File: config.mk
export PLATFORM = sky130hd
export DESIGN_NAME = irq_steer_matrix
export DESIGN_NICKNAME = d
export VERILOG_FILES = /design/src/rtl/irq_steer_pkg.sv /design/src/rtl/irq_steer_sync.sv /design/src/rtl/irq_steer_regs.sv /design/src/rtl/irq_steer_route.sv /design/src/rtl/irq_steer_matrix.sv
export SDC_FILE = /design/constraint.sdc
export NUM_CORES = 1
export LEC_CHECK = 0
export ABC_AREA = 1
export ABC_CLOCK_PERIOD_IN_PS = 3800
export BUFFER_PORTS_ARGS = -buffer_cell sky130_fd_sc_hd__buf_2
export CORE_MARGIN = 10
export CORE_UTILIZATION = 55
export DETAILED_ROUTE_END_ITERATION = 8
export GPL_TIMING_DRIVEN = 0
export HOLD_SLACK_MARGIN = 0.02
export PLACE_DENSITY = 0.76
export SLEW_MARGIN = 30
export SYNTH_ARGS = -nofsm -noshare
export SYNTH_HDL_FRONTEND = slang
export SYNTH_SLANG_ARGS = --single-unit
File: constraint.sdc
create_clock -name clk -period 3.8 [get_ports clk]
set_input_delay 1.14 -clock clk [delete_from_list [all_inputs] [get_ports clk]]
set_output_delay 1.14 -clock clk [all_outputs]
set_load 0.05 [all_outputs]
File: src/rtl/irq_steer_pkg.sv
package irq_steer_pkg;
  localparam int unsigned REG_W  = 16;
  localparam int unsigned SEL_W  = 3;
  localparam int unsigned IRQ_W  = 16;
  localparam int unsigned IDX_W  = $clog2(IRQ_W);
  localparam int unsigned ADDR_W = 2;

  // Route code to request number (non-linear table).
  function automatic logic [IDX_W-1:0] code_to_irq(input logic [SEL_W-1:0] code);
    logic [IDX_W-1:0] r;
    case (code)
      3'd0:    r = IDX_W'(10);
      3'd1:    r = IDX_W'(11);
      3'd2:    r = IDX_W'(12);
      3'd3:    r = IDX_W'(15);
      3'd4:    r = IDX_W'(2);
      3'd5:    r = IDX_W'(7);
      3'd6:    r = IDX_W'(5);
      default: r = IDX_W'(3);
    endcase
    return r;
  endfunction

  function automatic logic [IRQ_W-1:0] reachable_mask();
    logic [IRQ_W-1:0] m;
    m = '0;
    for (int c = 0; c < (1 << SEL_W); c++) m[code_to_irq(SEL_W'(c))] = 1'b1;
    return m;
  endfunction

  localparam logic [IRQ_W-1:0] IRQ_REACHABLE = reachable_mask();
endpackage

File: src/rtl/irq_steer_sync.sv
module irq_steer_sync #(
  parameter int unsigned WIDTH  = 16,
  parameter int unsigned STAGES = 2
) (
  input  logic             clk,
  input  logic             rst,
  input  logic [WIDTH-1:0] d,
  output logic [WIDTH-1:0] q
);
  logic [WIDTH-1:0] stage [STAGES];

  always_ff @(posedge clk) begin
    if (rst) stage[0] <= '0;
    else     stage[0] <= d;
  end

  for (genvar s = 1; s < STAGES; s++) begin : g_stage
    always_ff @(posedge clk) begin
      if (rst) stage[s] <= '0;
      else     stage[s] <= stage[s-1];
    end
  end

  assign q = stage[STAGES-1];
endmodule

File: src/rtl/irq_steer_regs.sv
module irq_steer_regs
  import irq_steer_pkg::*;
#(
  parameter int unsigned NUM_CH = 16
) (
  input  logic                      clk,
  input  logic                      rst,
  input  logic [ADDR_W-1:0]         reg_addr,
  input  logic [REG_W-1:0]          reg_wdata,
  input  logic                      reg_we,
  output logic [REG_W-1:0]          reg_rdata,
  output logic [NUM_CH*SEL_W-1:0]   sel_flat,
  output logic [NUM_CH-1:0]         gate
);
  localparam int unsigned NSEL      = (NUM_CH*SEL_W + REG_W - 1) / REG_W;
  localparam int unsigned GATE_ADDR = NSEL;

  logic [REG_W-1:0]  sel_q [NSEL];
  logic [NSEL*REG_W-1:0] sel_space;
  logic [NUM_CH-1:0] gate_q;

  for (genvar i = 0; i < NSEL; i++) begin : g_sel
    always_ff @(posedge clk) begin
      if (rst)                                   sel_q[i] <= '0;
      else if (reg_we && reg_addr == ADDR_W'(i)) sel_q[i] <= reg_wdata;
    end
    assign sel_space[i*REG_W +: REG_W] = sel_q[i];

    // registers hold when not written
    assert_sel_hold_R9: assert property (@(posedge clk) disable iff (rst)
      !reg_we |=> $stable(sel_q[i]));
  end

  always_ff @(posedge clk) begin
    if (rst)                                          gate_q <= '0;
    else if (reg_we && reg_addr == ADDR_W'(GATE_ADDR)) gate_q <= reg_wdata[NUM_CH-1:0];
  end

  always_comb begin
    reg_rdata = '0;
    for (int i = 0; i < NSEL; i++)
      if (reg_addr == ADDR_W'(i)) reg_rdata = sel_q[i];
    if (reg_addr == ADDR_W'(GATE_ADDR)) reg_rdata = REG_W'(gate_q);
  end

  assign sel_flat = sel_space[NUM_CH*SEL_W-1:0];
  assign gate     = gate_q;

  // reset clears the enable register
  assert_reset_clear_R1: assert property (@(posedge clk)
    rst |=> (gate_q == '0 && sel_q[0] == '0));

  // enable write lands on the next edge
  assert_gate_write_R2: assert property (@(posedge clk) disable iff (rst)
    (reg_we && reg_addr == ADDR_W'(GATE_ADDR)) |=> gate_q == $past(reg_wdata[NUM_CH-1:0]));

  // enable register holds when not written
  assert_gate_hold_R9: assert property (@(posedge clk) disable iff (rst)
    !reg_we |=> $stable(gate_q));
endmodule

File: src/rtl/irq_steer_route.sv
module irq_steer_route
  import irq_steer_pkg::*;
#(
  parameter int unsigned NUM_CH = 16
) (
  input  logic                    clk,
  input  logic                    rst,
  input  logic [NUM_CH-1:0]       lines,
  input  logic [NUM_CH-1:0]       gate,
  input  logic [NUM_CH*SEL_W-1:0] sel_flat,
  output logic [IRQ_W-1:0]        irq_q
);
  logic [IRQ_W-1:0] hit [NUM_CH];
  logic [IRQ_W-1:0] irq_d;

  for (genvar n = 0; n < NUM_CH; n++) begin : g_ch
    logic [SEL_W-1:0] code;
    assign code   = sel_flat[n*SEL_W +: SEL_W];
    assign hit[n] = (lines[n] && gate[n]) ? (IRQ_W'(1) << code_to_irq(code)) : '0;
  end

  always_comb begin
    irq_d = '0;
    for (int n = 0; n < NUM_CH; n++) irq_d = irq_d | hit[n];
  end

  always_ff @(posedge clk) begin
    if (rst) irq_q <= '0;
    else     irq_q <= irq_d;
  end

  // unreachable request bits never assert
  assert_unused_low_R7: assert property (@(posedge clk) disable iff (rst)
    (irq_q & ~IRQ_REACHABLE) == '0);

  // with every channel disabled, no request follows
  assert_all_gated_R5: assert property (@(posedge clk) disable iff (rst)
    gate == '0 |=> irq_q == '0);

  // reset leaves no request
  assert_reset_irq_R1: assert property (@(posedge clk)
    rst |=> irq_q == '0);
endmodule

File: src/rtl/irq_steer_matrix.sv
module irq_steer_matrix
  import irq_steer_pkg::*;
#(
  parameter int unsigned NUM_CH      = 16,
  parameter int unsigned SYNC_STAGES = 2
) (
  input  logic                clk,
  input  logic                rst,
  input  logic [NUM_CH-1:0]   line_in,
  input  logic [ADDR_W-1:0]   reg_addr,
  input  logic [REG_W-1:0]    reg_wdata,
  input  logic                reg_we,
  output logic [REG_W-1:0]    reg_rdata,
  output logic [IRQ_W-1:0]    irq_out
);
  logic [NUM_CH-1:0]       lines_s;
  logic [NUM_CH*SEL_W-1:0] sel_flat;
  logic [NUM_CH-1:0]       gate;

  irq_steer_sync #(.WIDTH(NUM_CH), .STAGES(SYNC_STAGES)) u_sync (
    .clk(clk), .rst(rst), .d(line_in), .q(lines_s));

  irq_steer_regs #(.NUM_CH(NUM_CH)) u_regs (
    .clk(clk), .rst(rst), .reg_addr(reg_addr), .reg_wdata(reg_wdata),
    .reg_we(reg_we), .reg_rdata(reg_rdata), .sel_flat(sel_flat), .gate(gate));

  irq_steer_route #(.NUM_CH(NUM_CH)) u_route (
    .clk(clk), .rst(rst), .lines(lines_s), .gate(gate),
    .sel_flat(sel_flat), .irq_q(irq_out));
endmodule

==> impl_results.md <==
- Initial core utilization: a little under three fifths
- Post-DP HPWL: ~15000 um
- Fraction of layout instances using a drive strength above 1: 12.5%
- Syn. warnings: 0
- Worst slew pin tran: about 900 ps
- Post-synth top cells: nor2_1, nand2_1, inv_1, dfxtp_1, edfxtp_1
- Drt via density: around 5.5
- Synth Area in Simple Gates: around a third
- Clk Latency, worst-skew pair: 380 ps
- H-tree levels: 3
- P_leak: roughly 3.2 nW
- Crit Path Category: primary input to primary output
- Sequential share of the synthesized area: approximately half
- Main synth FF type: dfxtp_1
- Kind of start point of the critical path: primary input
- Synth area leaders: edfxtp_1, dfxtp_1, nor2_1, nand2_1, inv_1
- HP Class: register to register
- CTS clk-pin slew, worst paths: ~120 ps
- Final Critical Period: between 3000 and 4000 ps
- Top cell by count, worst path: buf_2
- Clk buf depth: 2
- # port buffers: between 60 and 70
- Final Util: roughly two thirds
- Drt pass-1 iters: 5
- Setup Skew: between 10 and 15 ps
- Largest net degree at the start of global routing: 22
- Share of the synthesized area in compound gates (AO/OA/AOI/OAI): 7.53%
- Slowest stage delay, CP: around 500 ps
- CP delay by family, top: buffers and inverters
- Tot GR Track Use: about a quarter
- N_diodes: 0
- RD Place Congestion: between 1 and 1.5
- Remaining antenna violation count: 0
- Peak Freq: approximately 270 MHz
- Largest area contributor in the netlist: edfxtp_1
- Worst path arrival time: roughly 2600 ps
- Post-synthesis xor/xnor area fraction: 0%
- Cell area power density: 393 nW/um^2
- Slew HR: roughly two fifths
- Final #Nets: about 900
- Die area: 14500 sq um
- Core Rows: 36
- Via Count: roughly 5500
- Buf/Inv on CP: 3
- Wire length per cell after detailed routing: around 19 um
- Post-synthesis adder-cell area fraction: 0%
- Async SR Flop Fraction: 0%
- Synthesized area per cell: ~7.2 sq um
- Post-synthesis mux area share: 0%
- Final setup fails: 0
- Required time worst endpoint: 2660 ps
- Post-synth EDFFs: 48
- VDD IR max: ~280 uV
- CP max-delay cell: clkbuf_1
- Area share of the largest cell type after synthesis: roughly a quarter
- Inst Count DP: 979
- CTS resizes: 0
- Drt first-iter violations: between 700 and 800
- Die Y: 121 um
- Core area: roughly 9800 sq um
- CTS tree: done
- Crit path capture type: primary output
- Antenna violations before repair: 0
- RSZ-0062 raised after global routing: no
- Setup_tns: 0 ps
- Area grow syn2layout: 14.1%
- Worst path cell trace: buf_2, nand2_1, clkbuf_1, o21ai_0, buf_2
- Slew Viols, Final: 0
- Final critical-path share of the clock period: a little over nine tenths
- I/O pin count: 69
- Mapped Cells: between 700 and 800
- Post-Route WL: 19300 um
- Fin. Hold Viols: 0
- Post-Syn Area: approximately 5600 sq um
- Synth unique cells: 23
- Vias in the first global route: approximately 5300
- Clk sinks: approximately 110
- Status: finished clean
- Slack of the worst reg-to-reg path: between 2000 and 2500 ps
- Remaining DRCs: 0
- Fillcell total: around 890
- Max cap viols: 0
- Synthesis-stage register bit count: 112
- Die width: about 120 um
- Final non-filler cell total: 997
- Worst-case hold slack: just over 400 ps
- Root buffer cell: clkbuf_8
- Pwr Total: 2.49 mW
- Total grt overflow: 0
- Worst Path Max Fanout: 10
- CTS Buf Count: 9
- Most frequent cell after synthesis: nor2_1
- CTS Hold Bufs: 0
- # Post-CTS Setup Buffers: 2
- Wire length of the first global-routing pass: around 29000 um
- Main combinational cell family by area after synthesis: simple AND/OR/NAND/NOR gates
-- through the flow --
step	setup WS (ps)	instance area, sq um
global placement	-829	6090
global route	16.4	6350
finish	54.6	6350
CTS	114	6350
detailed placement	-51.4	6130
floorplan	121	5590
-- metal layers --
metal  GRT usage [%]  part of all wire (%)
met1            32.7                    39
met2            42.0                    46
met4            15.2                   5.1
met3            5.17                    10
met5               0                     0
-- worst register-to-register path, cell delays in order, from the launching register on --
cell and delay [ps]:
dfxtp_1 360, nand2_1 190, inv_1 140, nand3_1 120
o21ai_0 100, nor2_1 170, nand2_1 70, nor2_1 150
nor2_1 70
-- registers in the layout (all words and copies together) (netlist names) --
register / flops
u_regs.gate: 16
u_regs.sel_q: 48
u_route.irq_q: 16
u_sync.stage: 32
-- power by group --
part	switching, mW	total [mW]	internal, mW
logic	0.271	0.358	0.0868
registers	0.0748	1.40	1.33
clock network	0.453	0.735	0.281
-- layout make-up --
class | count | area (sq um) | area share [%]
clock buffer | 10 | 138 | 2.17
tap | 133 | 166 | 2.62
multi-input combinational | 524 | 2340 | 36.8
timing repair buffer | 70 | 365 | 5.75
inverter | 127 | 477 | 7.51
clock inverter | 6 | 67.6 | 1.06
sequential | 112 | 2720 | 42.9
buffer | 15 | 77.6 | 1.22
-- worst paths after layout --
kind / start / endpoint / cells after the start
worst max register to register: u_sync.stage[1][4] / u_route.irq_q[7] / 8
worst min register to register: u_sync.stage[0][14] / u_sync.stage[1][14] / 2
worst min-delay path: u_sync.stage[0][14] / u_sync.stage[1][14] / 2
worst max-delay path: reg_addr[0] / reg_rdata[0] / 5
-- logic make-up (layout without fill, tap and decap cells) --
family | Yosys count | after routing
AOI/OAI and AO/OA | 75 | 75
other | 1 | 8
and+or+nand+nor | 441 | 441
DFF | 112 | 112
buffers and inverters | 142 | 228
-- placed cells by master (no fill, tap or decap), drive strengths merged --
| cell | netlist | final |
|---|---|---|
| nor2 | 197 | 197 |
| nand2 | 156 | 156 |
| inv | 127 | 132 |
| buf | 7 | 77 |
| dfxtp | 64 | 64 |
| edfxtp | 48 | 48 |
| nand3 | 44 | 44 |
| nand4 | 36 | 36 |
| o21ai | 35 | 35 |
| a21oi | 23 | 23 |
| clkbuf | 8 | 18 |
| o22ai | 8 | 8 |
| conb | 1 | 8 |
| o2111ai | 6 | 6 |
| nor3 | 6 | 6 |
| a221oi | 3 | 3 |
| or2 | 2 | 2 |
| clkinv | 0 | 1 |
No activity file was read; power rests on OpenSTA's default activity.
